[config.mk]
export PLATFORM = sky130hd
export DESIGN_NAME = clk_strap_select
export DESIGN_NICKNAME = d
export VERILOG_FILES = /design/src/rtl/clk_strap_pkg.sv /design/src/rtl/strap_mode_latch.sv /design/src/rtl/clk_even_div.sv /design/src/rtl/clk_strap_select.sv
export SDC_FILE = /design/constraint.sdc
export NUM_CORES = 1
export LEC_CHECK = 0
export BUFFER_PORTS_ARGS = -buffer_cell sky130_fd_sc_hd__buf_2
export CAP_MARGIN = 20
export CORE_UTILIZATION = 30
export DETAILED_ROUTE_END_ITERATION = 6
export PLACE_DENSITY = 0.42
export SLEW_MARGIN = 20
export SYNTH_ARGS = -nofsm -noshare
export SYNTH_HDL_FRONTEND = slang
export SYNTH_HIERARCHICAL = 1
export SYNTH_SLANG_ARGS = --single-unit
[constraint.sdc]
create_clock -name clk -period 1.9 [get_ports clk]
set_clock_uncertainty 0.15 [all_clocks]
set_input_delay 0.19 -clock clk [delete_from_list [all_inputs] [get_ports clk]]
set_output_delay 0.19 -clock clk [all_outputs]
set_load 0.05 [all_outputs]
[src/rtl/clk_strap_pkg.sv]
// Shared types for the strap clock selector: reference source encoding
// and the decoded form of a captured mode.
package clk_strap_pkg;

    typedef enum logic [1:0] {
        REF_EXT32K = 2'd0,
        REF_DIV1K  = 2'd1,
        REF_DIV2K  = 2'd2
    } ref_src_e;

    typedef struct packed {
        logic     sys_half;
        ref_src_e ref_src;
    } clk_sel_t;

    // Turn a 3-bit mode into clock choices; bit 0 is deliberately unused.
    function automatic clk_sel_t decode_mode(input logic [2:0] m);
        clk_sel_t s;
        s.sys_half = m[1];
        if (!m[2])
            s.ref_src = REF_EXT32K;
        else if (!m[1])
            s.ref_src = REF_DIV1K;
        else
            s.ref_src = REF_DIV2K;
        return s;
    endfunction

endpackage

[src/rtl/strap_mode_latch.sv]
// Captures the mode straps while reset is low and holds them afterwards.
// Assumes the straps are stable and synchronous to clk during reset.
module strap_mode_latch #(
    parameter int unsigned MODE_W = 3
) (
    input  logic              clk,
    input  logic              rst_n,
    input  logic [MODE_W-1:0] strap_i,
    output logic [MODE_W-1:0] mode_o
);

    logic [MODE_W-1:0] mode_q;

    // Track the straps during reset, freeze once reset is released.
    always_ff @(posedge clk) begin
        if (!rst_n)
            mode_q <= strap_i;
    end

    assign mode_o = mode_q;

    AST_MODE_FROZEN: assert property (@(posedge clk) disable iff (!rst_n)
        $past(rst_n) |-> $stable(mode_q));

endmodule

[src/rtl/clk_even_div.sv]
// Even divider driven by an input tick enable. It toggles its level every
// HALF ticks, which gives 50 % duty, and flags in rise_o the cycle in which
// the level has just become 1. The counter clears on reset, so the first
// rising edge comes HALF ticks after release.
module clk_even_div #(
    parameter int unsigned HALF = 512
) (
    input  logic clk,
    input  logic rst_n,
    input  logic tick_i,
    output logic lvl_o,
    output logic rise_o
);

    localparam int unsigned CW = (HALF > 1) ? $clog2(HALF) : 1;
    localparam logic [CW-1:0] LAST = CW'(HALF - 1);

    logic [CW-1:0] cnt_q;
    logic          lvl_q;
    logic          rise_q;
    logic          wrap;

    assign wrap = tick_i && (cnt_q == LAST);

    // Count ticks, flip the level at each wrap and mark rising flips.
    always_ff @(posedge clk) begin
        if (!rst_n) begin
            cnt_q  <= '0;
            lvl_q  <= 1'b0;
            rise_q <= 1'b0;
        end else begin
            rise_q <= wrap && !lvl_q;
            if (tick_i)
                cnt_q <= wrap ? '0 : cnt_q + 1'b1;
            if (wrap)
                lvl_q <= ~lvl_q;
        end
    end

    assign lvl_o  = lvl_q;
    assign rise_o = rise_q;

    AST_LEVEL_HOLDS: assert property (@(posedge clk) disable iff (!rst_n)
        !wrap |=> $stable(lvl_q));

    AST_RISE_ON_EDGE: assert property (@(posedge clk) disable iff (!rst_n)
        rise_q |-> (lvl_q && !$past(lvl_q)));

endmodule

[src/rtl/clk_strap_select.sv]
// Strap-driven clock source selector. It captures the mode during reset
// and derives the system enable (x1 or /2) and the reference clock
// (external 32.768 kHz, /1024, or /2 then /1024) in the clk domain.
// Assumes ref32k_i is already synchronous to clk.
module clk_strap_select #(
    parameter int unsigned REF_DIV = 1024
) (
    input  logic       clk,
    input  logic       rst_n,
    input  logic [2:0] strap_i,
    input  logic       ref32k_i,
    output logic       sys_en_o,
    output logic       ref_clk_o,
    output logic       ref_en_o,
    output logic [2:0] mode_o
);
    import clk_strap_pkg::*;

    localparam int unsigned REF_HALF = REF_DIV / 2;

    logic [2:0] mode;
    clk_sel_t   sel;
    logic       run_q;
    logic       ext_q, ext_d;
    logic       h2_lvl, h2_rise;
    logic       k1_lvl, k1_rise;
    logic       k2_lvl, k2_rise;

    strap_mode_latch #(.MODE_W(3)) u_latch (
        .clk     (clk),
        .rst_n   (rst_n),
        .strap_i (strap_i),
        .mode_o  (mode)
    );

    assign sel = decode_mode(mode);

    // Divide-by-2 of the main input.
    clk_even_div #(.HALF(1)) u_div2 (
        .clk(clk), .rst_n(rst_n), .tick_i(1'b1),
        .lvl_o(h2_lvl), .rise_o(h2_rise)
    );

    // Main input divided by REF_DIV.
    clk_even_div #(.HALF(REF_HALF)) u_div1k (
        .clk(clk), .rst_n(rst_n), .tick_i(1'b1),
        .lvl_o(k1_lvl), .rise_o(k1_rise)
    );

    // Divide-by-2 clock divided again by REF_DIV.
    clk_even_div #(.HALF(REF_HALF)) u_div2k (
        .clk(clk), .rst_n(rst_n), .tick_i(h2_rise),
        .lvl_o(k2_lvl), .rise_o(k2_rise)
    );

    // Undivided system enable: stays on from the first cycle after release.
    always_ff @(posedge clk) begin
        if (!rst_n)
            run_q <= 1'b0;
        else
            run_q <= 1'b1;
    end

    // Register the external reference twice for level and edge detection.
    always_ff @(posedge clk) begin
        if (!rst_n) begin
            ext_q <= 1'b0;
            ext_d <= 1'b0;
        end else begin
            ext_q <= ref32k_i;
            ext_d <= ext_q;
        end
    end

    assign sys_en_o = sel.sys_half ? h2_rise : run_q;

    // Pick the reference source according to the decoded mode.
    always_comb begin
        unique case (sel.ref_src)
            REF_DIV1K: begin ref_clk_o = k1_lvl; ref_en_o = k1_rise;        end
            REF_DIV2K: begin ref_clk_o = k2_lvl; ref_en_o = k2_rise;        end
            default:   begin ref_clk_o = ext_q;  ref_en_o = ext_q & ~ext_d; end
        endcase
    end

    assign mode_o = mode;

    AST_SYS_HALF_GAP: assert property (@(posedge clk) disable iff (!rst_n)
        (mode[1] && sys_en_o) |=> !sys_en_o);

    AST_SYS_FULL_RATE: assert property (@(posedge clk) disable iff (!rst_n)
        (!mode[1] && $past(rst_n)) |-> sys_en_o);

    AST_REF_EN_HIGH: assert property (@(posedge clk) disable iff (!rst_n)
        ref_en_o |-> ref_clk_o);

    AST_RESET_QUIET: assert property (@(posedge clk)
        (!rst_n && !$isunknown(mode)) |=> (!rst_n |-> (!sys_en_o && !ref_en_o)));

endmodule

# ---- Word-level counts from Yosys, hierarchy flattened
# Cells that the tools add are included.
dict set report word_totals {
  ff_bits 31
  in_bits 6
  out_inout_bits 6
  elab_cells 43
}
dict set report classes {
  n_addsub 3
  eq_ne 4
  n_mux 7
  bitwise 7
  reduce_logical 9
}
# operator n
set ops {}
lappend ops {{adder 9 x 1 -> 9 bit, second input constant} 2}
lappend ops {{== test 9 bit, second input constant} 2}
lappend ops {{2-to-1 mux 9 bit} 1}
lappend ops {{inverter 1 bit} 6}
lappend ops {{logical AND 1 bit} 4}
lappend ops {{2-to-1 mux 2 bit} 2}
lappend ops {{one-hot mux 1 bit (2 select lines)} 2}
lappend ops {{logical NOT 1 bit} 3}
lappend ops {{== test 2 x 1 -> 1 bit, second input constant} 1}
lappend ops {{== test 2 bit, second input constant} 1}
lappend ops {{2-to-1 mux 1 bit} 2}
lappend ops {{AND reduction 2 bit} 1}
lappend ops {{OR reduction 2 bit} 1}
lappend ops {{adder 1 bit, second input constant} 1}
lappend ops {{bitwise AND 1 bit} 1}

# ---- Logic depth before layout (Yosys ltp)
dict set report depth {
  word_depth 4
  mapped_depth 7
  mapped_depth_nobuf 7
}

# ---- Hierarchy
# The synthesis kept the hierarchy.
# mod n_inst cells_each area_per_inst_um2 seq_area_each_um2
set modules_own_cells {}
lappend modules_own_cells {{clk_even_div at u_div1k ...} 2 53 481.7 220.2}
lappend modules_own_cells {clk_strap_select 1 13 133.9 60.1}
lappend modules_own_cells {{clk_even_div at u_div2} 1 8 102.6 60.1}
lappend modules_own_cells {strap_mode_latch 1 4 93.8 90.1}

# ---- Worst setup path before layout
# Ideal clock, no wire load.
dict set report synth_path {
  path_type {reg2out}
  start {register u_latch.mode_q[1], in the netlist u_latch/mode_o[1]}
  end {output port ref_en_o}
  arrival_time_ns 1.663
  required_ns 1.560
  slack_ns -0.103
  path_stages_with_launch 3
  n_path_buf 0
  path_cell_list {edfxtp_1 > mux2i_1 > mux2i_1}
}
dict set report synth_via {
  elab_chain_cells 4
  word_cells_on_any_way 5
  cone_classes {eq/ne (2); mux (3)}
}
# item line_no
set synth_lines {}
lappend synth_lines {{start, declared} strap_mode_latch.sv:12} ;# logic [MODE_W-1:0] mode_q;
lappend synth_lines {{start signal, assigned} strap_mode_latch.sv:17} ;# mode_q <= strap_i;
lappend synth_lines {{2-to-1 mux 2 bit *} clk_strap_pkg.sv:22} ;# else if (!m[1])
lappend synth_lines {{2-to-1 mux 2 bit *} clk_strap_pkg.sv:20} ;# if (!m[2])
lappend synth_lines {{== test 2 bit or == test 2 x 1 -> 1 bit (tied branches)} clk_strap_select.sv:79} ;# unique case (sel.ref_src)
lappend synth_lines {{one-hot mux 1 bit (2 select lines) *} clk_strap_select.sv:79}
lappend synth_lines {{end, declared} clk_strap_select.sv:14} ;# output logic ref_en_o,
# Mark *: on every way between the ends. The rest lies on a longest branch, timed or not.

# ---- Worst setup path in the final report
dict set report layout_path {
  start {register u_div2k.cnt_q[0]}
  end {register u_div2k.cnt_q[3]}
}
dict set report layout_via {
  elab_chain_cells 3
  word_cells_on_any_way 4
  cone_classes {add/sub (1); eq/ne (1); mux (1); reduce/logical (1)}
}
# item line_no
set layout_lines {}
lappend layout_lines {{start, declared} clk_even_div.sv:18} ;# logic [CW-1:0] cnt_q;
lappend layout_lines {{start signal, assigned} clk_even_div.sv:34} ;# cnt_q <= wrap ? '0 : cnt_q + 1'b1;
lappend layout_lines {{parallel branches: the longest is 2 deep, another holds adder 9 x 1 -> 9 bit} -}
lappend layout_lines {{2-to-1 mux 9 bit *} clk_even_div.sv:34}
# Mark *: on every way between the ends.
# A chain may end at the register's enable or synchronous reset.

==> results.py <==
metrics = {
    "run_status": {
        "outcome": "finished clean",
    },
    "floorplan": {
        "core_area_mm2": 0.004058,
        "die-area_mm2": 0.004579,
        "die_w_um": 67.67,
        "start_util": 0.3188,
        "rows": 23,
        "ios": 12,
        "die_h_um": 67.67,
    },
    "sta": {
        "rsz0062_at_grt": "false",
        "fmax_mhz": 592.3,
        "final_max_slew_viol_count": 0,
        "hold_violations": 0,
        "period_share": 0.8886,
        "fin_setup_tns_ns": 0,
        "setup_viol": 0,
        "min_period_ns": 1.688,
    },
    "detailed_routing": {
        "wl_met3_um": 74,
        "top_layer": "met4",
        "via_count": 965,
        "drt_wl_total_mm": 2.351,
        "first_iter_violations": 41,
        "antenna_left": 0,
        "wl_per_cell_um": 11.41,
        "wl_met1_mm": 1.133,
        "route.met2.wl_mm": 1.092,
        "drt_first_pass_iters": 4,
        "vias_per_cell": 4.684,
        "drcViolationCount": 0,
    },
    "worst_setup_path": {
        "startpoint_type": "register",
        "slowest_stage": "dfxtp_1",
        "worstSetupPathType": "reg -> reg",
        "critical_path.top_delay_family": "simple AND/OR/NAND/NOR gates",
        "end_kind": "register",
        "crit_path_cell_trace": "ha_1 -> nand3_1 -> nor2_1 -> ha_1 -> nand2_1 -> nand2_1 -> nor2_1",
        "slowest_delay_ns": 0.42,
        "worstPathRequired_ns": 1.92,
        "crit_arrival_ns": 1.71,
        "cp_num_buf_inv": 0,
        "critical_path.max_fanout": 6,
    },
    "cts": {
        "h-tree-depth": 2,
        "cts_tree": "yes",
        "cts_buffers": 5,
        "cts-resized-gates": 0,
        "clk_path_buf_depth": 2,
        "cts.sinks": 31,
        "holdBufCountCts": 4,
        "clkLatencyLatePin_ns": 0.28,
        "clk_pin_slew_ns": 0.07,
        "root_buffer": "clkbuf_8",
        "cts_setup_buffers": 0,
    },
    "finish": {
        "drive_gt1_frac": 0.1731,
        "fin_nets": 165,
        "syn_to_final_growth_pct": 19.92,
        "stdcell_count": 206,
        "design_area_mm2": 0.001551,
        "final_util": 0.3824,
        "n_antenna_cell": 0,
    },
    "worst_hold_path": {
        "min_path_type": "in -> reg",
    },
    "grt": {
        "antenna_found_initial": 0,
        "grt_max_degree": 20,
        "grt-ovfl-total": 0,
        "grt_usage": 0.1307,
        "grt_pass1_wl_mm": 4.243,
        "grt_pass1_vias": 985,
    },
    "pwr": {
        "power.total_mw": 1.299,
        "p_leak_nw": 0.6174,
        "p_per_area_mw_per_mm2": 837.6,
        "peakVddDrop_mv": 0.3004,
    },
    "logic_synthesis": {
        "yosys_warnings": 6,
        "synthTopCellsByArea": "dfxtp_1 43%, edfxtp_1 7.0%, nor2b_1 5.8%",
        "yosys.area.top_type_share": 0.4333,
        "syn_area_mm2": 0.001294,
        "ys_ff_latch": 31,
        "ys_seq_area_frac": 0.5029,
        "netlist-cell-type-count": 26,
        "synth_top_area_cell": "dfxtp_1",
        "synth.avg_cell_area_um2": 9.876,
        "syn_inst": 131,
    },
    "placed_design": {
        "dpl.cell_count": 194,
        "dp_hpwl_mm": 1.642,
        "io_buffers": 11,
        "postPlaceCellArea_mm2": 0.001428,
        "gp_congestion": 0.7029,
    },
    "job": {
        "maxCapViolations": 0,
    },
}
==> cell type report <==
class | instances | area (µm²)
fillers | 414 | 2506
flip-flops and latches | 31 | 650.6
multi-input cells | 100 | 648.1
repair buffers | 16 | 102.6
clock buffers | 5 | 68.82
well taps | 50 | 62.56
clock inverters | 3 | 15.01
inverters | 1 | 3.754
==> logic make-up (layout without fill, tap and decap cells) <==
| kind of cell | Yosys count | count (layout) | synth area share |
|---|---|---|---|
| fa+ha+maj | 4 | 4 | 0.03869 |
| mux | 6 | 6 | 0.04739 |
| simple gates | 60 | 60 | 0.2718 |
| xor+xnor | 8 | 8 | 0.05416 |
| compound gates | 18 | 18 | 0.07157 |
| flops | 31 | 31 | 0.5029 |
| other cells | 1 | 4 | 0.002899 |
| buf+inv | 3 | 25 | 0.01064 |
==> final timing paths <==
| path | cells after the start | end | slack (ns) | start |
|---|---|---|---|---|
| hold reg to reg | 2 | u_div2/lvl_o | 0.30 | u_div2/lvl_o |
| hold / removal | 1 | run_q | 0.04 | rst_n |
| setup / recovery | 7 | u_div2k/cnt_q[3] | 0.21 | u_div2k/cnt_q[0] |
| setup reg to reg | 7 | u_div2k/cnt_q[3] | 0.21 | u_div2k/cnt_q[0] |
==> placed cells by master, fill, tap and decap left out, types with 2 or more instances in the layout <==
cell,n
conb_1,4
and2_1,4
nand4_1,6
nor3b_1,2
nor2_1,11
dlygate4sd3_1,4
dfxtp_1,28
or3_1,6
nand3_1,6
nor2b_1,12
xor2_1,6
buf_2,11
nand4_2,2
xnor2_1,2
clkbuf_8,5
nand2_1,7
clkinv_2,3
a21oi_1,10
ha_1,4
edfxtp_1,3
o21ai_0,6
mux2i_1,4
==> synth_stat cells (all sizes together) <==
| cell | instances |
|---|---|
| a21oi | 11 |
| and2 | 4 |
| and2b | 1 |
| and3b | 1 |
| and4bb | 1 |
| buf | 2 |
| conb | 1 |
| dfxtp | 28 |
| edfxtp | 3 |
| ha | 4 |
| inv | 1 |
| mux2 | 1 |
| mux2i | 5 |
| nand2 | 7 |
| nand3 | 6 |
| nand4 | 8 |
| nor2 | 11 |
| nor2b | 12 |
| nor3b | 2 |
| o21ai | 6 |
| o21bai | 1 |
| or2b | 1 |
| or3 | 6 |
| xnor2 | 2 |
| xor2 | 6 |
==> metal layers <==
metal  vias to the layer above  track usage
met3                         5      0.05068
met4                         0      0.07979
met5                         -            0
li1                        499            -
met2                         9       0.2166
met1                       452       0.1384
==> report_power, final <==
part | total (mW) | switching, mW | internal (mW)
Clock | 0.495 | 0.245 | 0.250
Sequential | 0.696 | 0.0175 | 0.678
Combinational | 0.109 | 0.0678 | 0.0413
Total | 1.30 | 0.330 | 0.970
==> through the flow <==
stage                     setup slack [ns]  hold slack, ns
final                               0.2117         0.03871
after global placement              0.1853          0.2169
after CTS                           0.1850         0.03458
after detailed placement            0.1946          0.2184
after global routing               0.04367         0.03594
after floorplan                     0.1258         0.06772
No activity file was read; power rests on OpenSTA's default activity.
